===== config.mk =====
export PLATFORM = sky130hd
export DESIGN_NAME = cfg_serial_port
export DESIGN_NICKNAME = d
export VERILOG_FILES = /design/src/rtl/cfgp_pkg.sv /design/src/rtl/cfg_sync.sv /design/src/rtl/cfg_shifter.sv /design/src/rtl/cfg_regbank.sv /design/src/rtl/cfg_serial_port.sv
export SDC_FILE = /design/constraint.sdc
export NUM_CORES = 1
export LEC_CHECK = 0
export ABC_CLOCK_PERIOD_IN_PS = 1800
export BUFFER_PORTS_ARGS = -buffer_cell sky130_fd_sc_hd__buf_2
export CORE_MARGIN = 3
export CORE_UTILIZATION = 40
export DETAILED_ROUTE_END_ITERATION = 8
export PLACE_DENSITY_LB_ADDON = 0.1
export SETUP_SLACK_MARGIN = 0.3
export SKIP_CTS_REPAIR_TIMING = 1
export SLEW_MARGIN = 20
export SYNTH_ARGS = -nofsm -noshare
export SYNTH_HDL_FRONTEND = slang
export SYNTH_HIERARCHICAL = 1
export SYNTH_SLANG_ARGS = --single-unit

===== constraint.sdc =====
create_clock -name clk -period 1.8 [get_ports clk]
set_input_delay 0.18 -clock clk [delete_from_list [all_inputs] [get_ports clk]]
set_output_delay 0.18 -clock clk [all_outputs]
set_load 0.02 [all_outputs]

===== src/rtl/cfgp_pkg.sv =====
package cfgp_pkg;
    localparam int ADDR_W  = 3;
    localparam int DATA_W  = 6;
    localparam int FRAME_W = ADDR_W + DATA_W;
    localparam int NREG    = 1 << ADDR_W;

    // Synchronized view of the link wires
    typedef struct packed {
        logic line;
        logic sck;
        logic latch;
        logic sdi;
    } link_t;

    // Appends one bit at the LSB end, dropping the oldest bit
    function automatic logic [FRAME_W-1:0] push_bit(logic [FRAME_W-1:0] hist, logic b);
        return {hist[FRAME_W-2:0], b};
    endfunction
endpackage


===== src/rtl/cfg_sync.sv =====
module cfg_sync #(
    parameter int W      = 4,
    parameter int STAGES = 2
) (
    input  logic         clk,
    input  logic         rst,
    input  logic [W-1:0] d_i,
    output logic [W-1:0] q_o
);
    logic [W-1:0] stg [STAGES];

    always_ff @(posedge clk) begin
        if (rst) begin
            for (int i = 0; i < STAGES; i++) stg[i] <= '0;
        end else begin
            stg[0] <= d_i;
            for (int i = 1; i < STAGES; i++) stg[i] <= stg[i-1];
        end
    end

    assign q_o = stg[STAGES-1];
endmodule


===== src/rtl/cfg_shifter.sv =====
module cfg_shifter
    import cfgp_pkg::*;
#(
    parameter int AW = ADDR_W,
    parameter int DW = DATA_W
) (
    input  logic          clk,
    input  logic          rst,
    input  link_t         lk_i,
    output logic          commit_o,
    output logic [AW-1:0] addr_o,
    output logic [DW-1:0] data_o
);
    localparam int FW = AW + DW;

    logic          sck_d, latch_d;
    logic [FW-1:0] hist;
    logic          sck_rise, latch_rise, shift_en, commit_en;

    assign sck_rise   = lk_i.sck & ~sck_d;
    assign latch_rise = lk_i.latch & ~latch_d;
    assign shift_en   = lk_i.line & ~lk_i.latch & sck_rise;
    assign commit_en  = lk_i.line & latch_rise;

    always_ff @(posedge clk) begin
        if (rst) begin
            sck_d    <= 1'b0;
            latch_d  <= 1'b0;
            hist     <= '0;
            commit_o <= 1'b0;
            addr_o   <= '0;
            data_o   <= '0;
        end else begin
            sck_d    <= lk_i.sck;
            latch_d  <= lk_i.latch;
            commit_o <= commit_en;
            if (shift_en) hist <= {hist[FW-2:0], lk_i.sdi};
            if (commit_en) begin
                addr_o <= hist[FW-1:DW];
                data_o <= hist[DW-1:0];
            end
        end
    end

    AST_HOLD_WHILE_LATCHED: assert property (@(posedge clk) disable iff (rst)
        lk_i.latch |=> $stable(hist));
    AST_IDLE_NO_COMMIT: assert property (@(posedge clk) disable iff (rst)
        !lk_i.line |=> !commit_o);
    AST_IDLE_NO_SHIFT: assert property (@(posedge clk) disable iff (rst)
        !lk_i.line |=> $stable(hist));
    AST_STROBE_SINGLE: assert property (@(posedge clk) disable iff (rst)
        commit_o |=> !commit_o);
endmodule


===== src/rtl/cfg_regbank.sv =====
module cfg_regbank
    import cfgp_pkg::*;
#(
    parameter int AW = ADDR_W,
    parameter int DW = DATA_W
) (
    input  logic               clk,
    input  logic               rst,
    input  logic               we_i,
    input  logic [AW-1:0]      addr_i,
    input  logic [DW-1:0]      data_i,
    output logic [(1<<AW)*DW-1:0] q_o
);
    localparam int NR = 1 << AW;

    logic [DW-1:0] mem [NR];

    always_ff @(posedge clk) begin
        if (rst) begin
            for (int i = 0; i < NR; i++) mem[i] <= '0;
        end else if (we_i) begin
            mem[addr_i] <= data_i;
        end
    end

    for (genvar g = 0; g < NR; g++) begin : g_flat
        assign q_o[g*DW +: DW] = mem[g];
    end

    AST_WRITE_LANDS: assert property (@(posedge clk) disable iff (rst)
        we_i |=> mem[$past(addr_i)] == $past(data_i));
    AST_NO_WRITE_STABLE: assert property (@(posedge clk) disable iff (rst)
        !we_i |=> $stable(q_o));
    AST_RESET_CLEAR: assert property (@(posedge clk)
        $past(rst) |-> q_o == '0);
endmodule


===== src/rtl/cfg_serial_port.sv =====
module cfg_serial_port
    import cfgp_pkg::*;
#(
    parameter int AW      = ADDR_W,
    parameter int DW      = DATA_W,
    parameter int SYNC_ST = 2
) (
    input  logic                   clk,
    input  logic                   rst,
    input  logic                   line_start_i,
    input  logic                   sck_i,
    input  logic                   latch_i,
    input  logic                   sdi_i,
    output logic [(1<<AW)*DW-1:0]  cfg_regs_o,
    output logic                   wr_stb_o,
    output logic [AW-1:0]          wr_addr_o
);
    localparam int LW = $bits(link_t);

    link_t         raw, lk;
    logic [LW-1:0] lk_bits;
    logic          commit;
    logic [AW-1:0] c_addr;
    logic [DW-1:0] c_data;

    assign raw = '{line: line_start_i, sck: sck_i, latch: latch_i, sdi: sdi_i};

    cfg_sync #(.W(LW), .STAGES(SYNC_ST)) u_sync (
        .clk (clk),
        .rst (rst),
        .d_i (raw),
        .q_o (lk_bits)
    );

    assign lk = link_t'(lk_bits);

    cfg_shifter #(.AW(AW), .DW(DW)) u_shift (
        .clk      (clk),
        .rst      (rst),
        .lk_i     (lk),
        .commit_o (commit),
        .addr_o   (c_addr),
        .data_o   (c_data)
    );

    cfg_regbank #(.AW(AW), .DW(DW)) u_bank (
        .clk    (clk),
        .rst    (rst),
        .we_i   (commit),
        .addr_i (c_addr),
        .data_i (c_data),
        .q_o    (cfg_regs_o)
    );

    assign wr_stb_o  = commit;
    assign wr_addr_o = c_addr;

    AST_STB_LOW_AFTER_RESET: assert property (@(posedge clk)
        $past(rst) |-> !wr_stb_o);
endmodule


==> impl_metrics.toml, run 1 <==
[cells_and_area]
final_area_sq_mm = 0.00358
antennaDiodeCount = 0
finalNonFillerCells = 384
drive_gt1_frac = 0.319
nets = 289
area_delta_synth_final_pct = 21.3

[place]
hpwl_mm = 3.78
post-place-cells = 368
gp_congestion = 0.760
place_area_sq_mm = 0.00336
io_buffers = 57

[critical_path]
rr_startpoint = "u_shift/addr_o[2]"
crit_fanout = 9
cp.arrival_ns = 1.40
crit_path_max_incr_delay_ns = 0.38
cp-startpoint = "u_shift/addr_o[2]"
crit_type = "reg2reg"
endpoint_kind = "flip-flop"
cp-start-kind = "flip-flop"
critPathBufInv = 0
critPathTopFamily = "simple AND/OR/NAND/NOR gates"
worst_path_max_delay_cell = "or2_1"
cp.required_ns = 1.81
ff2ff_path_depth = 2
cp.depth = 2
crit_chain = "or2_1 -> o21bai_2"

[synth]
synth_seq_cells = 77
syn_nets = 226
syn_area_sq_mm = 0.00295
synth_top_cell_area_share = 0.488
ys_warn_count = 6
syn_area_per_cell_sq_um = 13.4
synthCells = 220
ys_types = 21
synth_area_leaders = "edfxtp_1, dfxtp_1, nor2_1, mux2i_1, nand2b_1"
synth_top_area_cell = "edfxtp_1"
seq_area_frac_synth = 0.685

[floorplan]
die_y_um = 91.9
core_area_sq_mm = 0.00698
ios = 58
fp-row-count = 30
dieArea_sq_mm = 0.00845
initial_utilization = 0.423
die_w_um = 91.9

[timing]
fmax_mhz = 716
setup_viol = 0
final.min_clock_period_ns = 1.40
fin_setup_tns_ns = 0
rsz0062_at_grt = "true"
report.final.slew_viol_count = 0
timing.final.hold_violations = 0
slew_headroom = 0.669
worst_pin_slew_ns = 0.495
fin_crit_sh = 0.776
finalClockSkew_ns = 0.00380

[power_and_ir_drop]
pwr_density_cell_mw_per_mm2 = 975
power.total_mw = 3.49
ir_drop_mv = 0.402
leakagePower_nw = 1.44

[clock_tree]
cts_tree = "built"
clk_transition_reported_paths_ns = 0.07
cts_made_buffers = 9
clockRootBuffer = "clkbuf_8"
clock-sinks = 77
htreeDepth = 3
clock_latency_ns = 0.34
clockBufferDepth = 2

[status]
outcome = "complete, no violations"

[drt]
drtIter0Drc = 99
drt_pre_antenna_iters = 4
vias_per_cell = 4.66
vias = 1791
drt-total-wl_mm = 5.36
wl_per_cell_um = 14.0
antenna_violating_nets_post_route = 0
drc = 0

[global_routing]
antenna_found_initial = 0
grt_pass1_vias = 1717
grt_max_degree = 33
grt_pass1_wl_mm = 8.50
track_usage = 0.134
grt_overflow = 0

[flow_run]
cap_violations = 0

[worst_hold_path]
hold_class = "in2reg"
hp-start = "line_start_i"
hold_depth = 2
-- worst reg2reg max path, stage by stage (launching register included) --
cell and delay (ns):
dfxtp_1 0.35, or2_1 0.38, o21bai_2 0.34
-- per-stage QoR --
| stage | hold slack, ns | worst slack [ns] | util |
|---|---|---|---|
| finish | 0.0483 | 0.404 | 0.513 |
| global route | 0.0376 | 0.276 | 0.513 |
| CTS | 0.0271 | 0.329 | 0.511 |
| detailed placement | 0.395 | 0.372 | 0.482 |
| global placement | 0.394 | 0.409 | 0.482 |
| floorplan | 0.252 | 0.207 | - |
-- Yosys cell counts --
cell type  number
and3b_2         1
and4bb_1        1
buf_1           1
buf_2           7
buf_4           5
buf_6           1
clkbuf_1        3
dfxtp_1        29
edfxtp_1       48
mux2i_1        18
nand2_1         2
nand2b_1       22
nand3b_1        1
nand4b_1        4
nand4b_4        2
nand4bb_1       7
nor2_1         49
nor2b_1         9
nor2b_2         1
o21bai_1        8
or2_1           1
-- final cells by class --
cell class                      count  area (sq um)
Multi-Input combinational cell    126           857
Clock buffer                       10           128
Tap cell                           96           120
Clock inverter                      6          77.6
Timing Repair Buffer               69           375
Fill cell                         662          3400
Sequential cell                    77          2020
-- path summary, 6_finish.rpt --
check	endpoint	slack (ns)
setup / recovery	u_bank/mem[0][0]	0.40
hold / removal	u_sync/stg[0][3]	0.05
setup reg to reg	u_bank/mem[0][0]	0.40
hold reg to reg	u_sync/stg[0][7]	0.44
-- placed cells by master (no fill, tap or decap), types with 2 or more instances in the layout --
| cell type | netlist | routed |
|---|---|---|
| nor2_1 | 49 | 49 |
| o21bai_2 | 0 | 3 |
| o21bai_1 | 8 | 4 |
| nand4bb_1 | 7 | 7 |
| bufinv_16 | 0 | 2 |
| clkbuf_8 | 0 | 9 |
| dfxtp_1 | 29 | 28 |
| nand4b_1 | 4 | 4 |
| clkinv_2 | 0 | 2 |
| nand4b_4 | 2 | 2 |
| clkinv_1 | 0 | 2 |
| nand2b_1 | 22 | 22 |
| buf_4 | 5 | 12 |
| mux2i_1 | 18 | 18 |
| edfxtp_1 | 48 | 48 |
| nor2b_1 | 9 | 9 |
| buf_2 | 7 | 57 |
-- metal layers --
metal  up-vias  global-route usage  wire length, um
li1        880                   -                -
met1       850               0.160             2330
met2        53               0.217             2610
met3         8              0.0369              338
met4         0              0.0743               83
met5         -                   0                0
-- report_power, final --
part	internal, mW	switching (mW)
Clock	0.767	0.575
Sequential	1.93	0.0163
Combinational	0.0758	0.127
-- registers in the layout (all words and copies together), names as in the netlist --
register and count:
u_shift/hist 9, u_shift/commit_o 1, u_shift/data_o 6, u_shift/addr_o 3
u_sync/stg 8, u_shift/latch_d 1, u_bank/mem 48, u_shift/sck_d 1
-- cells by family after synthesis --
kind of cell | count (synthesis) | share of synthesized area
compound gates | 8 | 0.0203
buf+inv | 17 | 0.0335
flops | 77 | 0.685
mux | 18 | 0.0610
simple gates | 100 | 0.200
Note: power is estimated with default switching activity, not from simulation.
==> run 2: changes to the inputs <==
--- a/config.mk
+++ b/config.mk
@@ -5,7 +5,7 @@
 export SDC_FILE = /design/constraint.sdc
 export NUM_CORES = 1
 export LEC_CHECK = 0
-export ABC_CLOCK_PERIOD_IN_PS = 1800
+export ABC_CLOCK_PERIOD_IN_PS = 1400
 export BUFFER_PORTS_ARGS = -buffer_cell sky130_fd_sc_hd__buf_2
 export CORE_MARGIN = 3
 export CORE_UTILIZATION = 40
==> constraint.sdc (replaced) <==
create_clock -name clk -period 1.4 [get_ports clk]
set_input_delay 0.14 -clock clk [delete_from_list [all_inputs] [get_ports clk]]
set_output_delay 0.14 -clock clk [all_outputs]
set_load 0.02 [all_outputs]
==> impl_metrics.toml, run 2 (same netlist as run 1, synthesis figures left out) <==
[cells_and_area]
final_common_cell = "buf_2"
regArea_sq_mm = 0.00204
nets = 301
top_register = "u_bank/mem"
largest_reg_flops = 48
fill_cells = 612
drive_gt1_frac = 0.410
area_delta_synth_final_pct = 31.1
final_cell_mix = "buf_2, nor2_1, edfxtp_1"
antennaDiodeCount = 0
reg_top3 = "u_bank/mem x48, u_shift/hist x9, u_sync/stg x8"
final_util = 0.555
final_area_sq_mm = 0.00387
multi_input_area_sq_mm = 0.00102

[clock_tree]
clock_latency_ns = 0.34
clk_transition_reported_paths_ns = 0.08
clock-sinks = 77
htreeDepth = 3
cts_tree = "built"
clockRootBuffer = "clkbuf_8"
clockBufferDepth = 2
cts_made_buffers = 9

[power_and_ir_drop]
pwr_density_cell_mw_per_mm2 = 1150
leakagePower_nw = 1.52
ir_drop_mv = 0.573

[timing]
fmax_mhz = 841
setup_viol = 0
timing.final.hold_violations = 0
worst_pin_slew_ns = 0.262
fin_crit_sh = 0.850
finalClockSkew_ns = 0.0103
report.final.slew_viol_count = 0
final.min_clock_period_ns = 1.19
slew_headroom = 0.824
hold_ws_ns = 0.0107
layout_setup_ws_ns = 0.210
fin_setup_tns_ns = 0
rsz0062_at_grt = "true"

[floorplan]
fp-row-count = 30
die_y_um = 91.9
core_area_sq_mm = 0.00698
ios = 58
dieArea_sq_mm = 0.00845
die_w_um = 91.9
initial_utilization = 0.423

[critical_path]
crit_chain = "or2_4 -> o21bai_4"
critPathBufInv = 0
cp.required_ns = 1.44
crit_fanout = 6
critPathTopFamily = "flip-flops"
endpoint_kind = "flip-flop"
cp-start-kind = "flip-flop"
crit_path_max_incr_delay_ns = 0.37
crit_type = "reg2reg"
worst_path_max_delay_cell = "dfxtp_4"
cp.arrival_ns = 1.23

[global_routing]
antenna_found_initial = 0
grt_overflow = 0
grt_pass1_vias = 1631
grt_max_degree = 18
grt_pass1_wl_mm = 8.62
track_usage = 0.134

[drt]
drc = 0
drt-total-wl_mm = 5.69
antenna_violating_nets_post_route = 0
vias_per_cell = 4.56
drtIter0Drc = 69
drt_pre_antenna_iters = 4
vias = 1807
wl_per_cell_um = 14.4

[place]
gp_congestion = 0.678
io_buffers = 57
hpwl_mm = 3.83
post-place-ws_ns = 0.119
place_area_sq_mm = 0.00347

[flow_run]
cap_violations = 0

[status]
outcome = "complete, no violations"

[worst_hold_path]
hold_class = "in2reg"
## run 2: cell type report
class / count / share of cell area
tap: 96 / 0.0310
clock buffer: 13 / 0.0410
timing repair buffer: 81 / 0.127
clock inverter: 3 / 0.0110
multi-input combinational: 126 / 0.264
sequential: 77 / 0.526
## run 2: power breakdown
part,internal (mW),switching (mW),leakage (nW),total (mW)
combinational,0.113,0.167,0.719,0.280
sequential,2.47,0.0212,0.699,2.49
clock,0.925,0.750,0.105,1.68
total,3.51,0.939,1.52,4.45
## run 2: worst paths after layout
path                      from                to  slack, ns  cells past startpoint
max          u_shift/addr_o[2]  u_bank/mem[0][3]       0.21                      2
min                      sck_i  u_sync/stg[0][2]       0.01                      2
min reg2reg   u_sync/stg[0][1]  u_sync/stg[0][5]       0.44                      1
max reg2reg  u_shift/addr_o[2]  u_bank/mem[0][3]       0.21                      2
## run 2: routing by layer
layer | global-route usage | wire (um) | up-vias
li1 | - | - | 910
met1 | 0.177 | 2660 | 849
met2 | 0.204 | 2660 | 41
met3 | 0.0500 | 288 | 7
met4 | 0.0446 | 80 | 0
met5 | 0 | 0 | -
## run 2: metrics by stage
step,cells,total power [mW]
3_3_place_gp,367,2.82
2_1_floorplan,220,2.73
5_1_grt,396,4.62
6_report,396,4.45
3_5_place_dp,367,2.82
4_1_cts,383,4.51
==> run 3: changes to the inputs <==
--- a/config.mk
+++ b/config.mk
@@ -5,7 +5,7 @@
 export SDC_FILE = /design/constraint.sdc
 export NUM_CORES = 1
 export LEC_CHECK = 0
-export ABC_CLOCK_PERIOD_IN_PS = 1400
+export ABC_CLOCK_PERIOD_IN_PS = 1000
 export BUFFER_PORTS_ARGS = -buffer_cell sky130_fd_sc_hd__buf_2
 export CORE_MARGIN = 3
 export CORE_UTILIZATION = 40
==> constraint.sdc (replaced) <==
create_clock -name clk -period 1 [get_ports clk]
set_input_delay 0.1 -clock clk [delete_from_list [all_inputs] [get_ports clk]]
set_output_delay 0.1 -clock clk [all_outputs]
set_load 0.02 [all_outputs]
==> impl_metrics.toml, run 3 (same netlist as run 1, synthesis figures left out) <==
[clock_tree]
clockRootBuffer = "clkbuf_8"
cts_tree = "built"
clockBufferDepth = 2
htreeDepth = 3
cts_made_buffers = 9
clk_transition_reported_paths_ns = 0.08
clock_latency_ns = 0.34
clock-sinks = 77

[flow_run]
cap_violations = 0

[power_and_ir_drop]
p_sw_mw = 1.34
pwr_density_cell_mw_per_mm2 = 1490
intPower_mw = 5.10
switching_share = 0.208
leakagePower_nw = 1.69
ir_drop_mv = 0.902
clkPwrFrac = 0.378
combPwrFrac = 0.078
power_frac_seq = 0.545

[floorplan]
initial_utilization = 0.423
die_y_um = 91.9
die_w_um = 91.9
dieArea_sq_mm = 0.00845
ios = 58
fp-row-count = 30
core_area_sq_mm = 0.00698

[cells_and_area]
nets = 318
drive_gt1_frac = 0.475
final_area_sq_mm = 0.00433
final_util = 0.620
reg_top3 = "u_bank/mem x48, u_shift/hist x9, u_sync/stg x8"
largest_reg_flops = 48
top_register = "u_bank/mem"
fill_cells = 543
area_delta_synth_final_pct = 46.7
antennaDiodeCount = 0
final_common_cell = "buf_6"
final_cell_mix = "buf_6, edfxtp_1, nor2_1"

[worst_hold_path]
min_to = "u_sync/stg[0][3]"
hp-start = "line_start_i"
hold_depth = 2
hold_class = "in2reg"

[drt]
vias_per_cell = 4.68
drt_pre_antenna_iters = 4
drc = 0
vias = 1927
wl_per_cell_um = 14.5
drt-total-wl_mm = 5.99
antenna_violating_nets_post_route = 0
drtIter0Drc = 69

[timing]
setup_viol = 108
timing.final.hold_violations = 1
final.min_clock_period_ns = 1.18
layout_setup_ws_ns = -0.181
fin_crit_sh = 1.18
finalClockSkew_ns = 0.00972
hold_ws_ns = -0.0287
worst_pin_slew_ns = 0.270
slew_headroom = 0.820
fmax_mhz = 847
rsz0062_at_grt = "true"
report.final.slew_viol_count = 0

[global_routing]
grt_overflow = 0
grt_pass1_wl_mm = 8.94
grt_pass1_vias = 1828
track_usage = 0.139
antenna_found_initial = 0
grt_max_degree = 19

[critical_path]
cp.required_ns = 1.04
r2r_slack_ns = -0.18
r2r-end = "u_bank/mem[1][2]"
cp-start-kind = "flip-flop"
ff2ff_path_depth = 2
rr_startpoint = "u_shift/addr_o[1]"
cp.arrival_ns = 1.22
crit_fanout = 6
crit_type = "reg2reg"
endpoint_kind = "flip-flop"

[status]
outcome = "complete, but fails checks"
violations = "negative hold slack, negative setup slack"

[place]
gp_congestion = 0.707
io_buffers = 57
hpwl_mm = 4.09
place_area_sq_mm = 0.00365
post-place-ws_ns = -0.242
-- run 3: power by group through the flow --
stage                     clock network (mW)  logic (mW)  registers (mW)
final                                   2.43       0.500            3.51
after CTS                               2.49       0.404            3.50
after detailed placement                   0       0.404            3.57
after global routing                    2.62       0.526            3.52
after global placement                     0       0.402            3.56
after floorplan                            0       0.135            3.70
-- run 3: stage by stage --
step | hold slack, ns | std cells | power, mW | TNS, ns
6_report | -0.0287 | 412 | 6.44 | -11.30
5_1_grt | 0.00308 | 412 | 6.67 | -16.67
4_1_cts | -0.0519 | 402 | 6.39 | -15.15
3_5_place_dp | 0.318 | 387 | 3.97 | -13.28
3_3_place_gp | 0.316 | 387 | 3.97 | -11.91
2_1_floorplan | 0.172 | 220 | 3.83 | -14.86
-- run 3: worst max path at each step --
stage	from	end	cells after the start
2_1_floorplan	u_shift/addr_o[1]	u_bank/mem[0][0]	3
3_3_place_gp	u_shift/addr_o[1]	u_bank/mem[1][3]	2
3_5_place_dp	u_shift/addr_o[1]	u_bank/mem[1][3]	2
4_1_cts	u_shift/addr_o[1]	u_bank/mem[1][4]	2
5_1_grt	u_shift/addr_o[1]	u_bank/mem[1][2]	2
6_report	u_shift/addr_o[1]	u_bank/mem[1][2]	2
-- run 3: final cells by class --
class,instances,area (sq um),area share
Clock inverter,5,76.3,0.0176
Sequential cell,77,2040,0.471
Tap cell,96,120,0.0277
Timing Repair Buffer,98,913,0.211
Multi-Input combinational cell,126,1050,0.243
Clock buffer,10,128,0.0295
-- run 3: per-layer routing --
layer / vias up / global-route usage / wire length [um]
met5: - / 0 / 0
met4: 0 / 0.0780 / 123
met3: 14 / 0.0345 / 309
met2: 55 / 0.218 / 2940
met1: 915 / 0.176 / 2610
li1: 943 / - / -
-- run 3: worst max-delay path, stage by stage, from the launching register on --
cell	delay (ns)
dfxtp_4	0.36
or2_4	0.29
o21bai_4	0.22
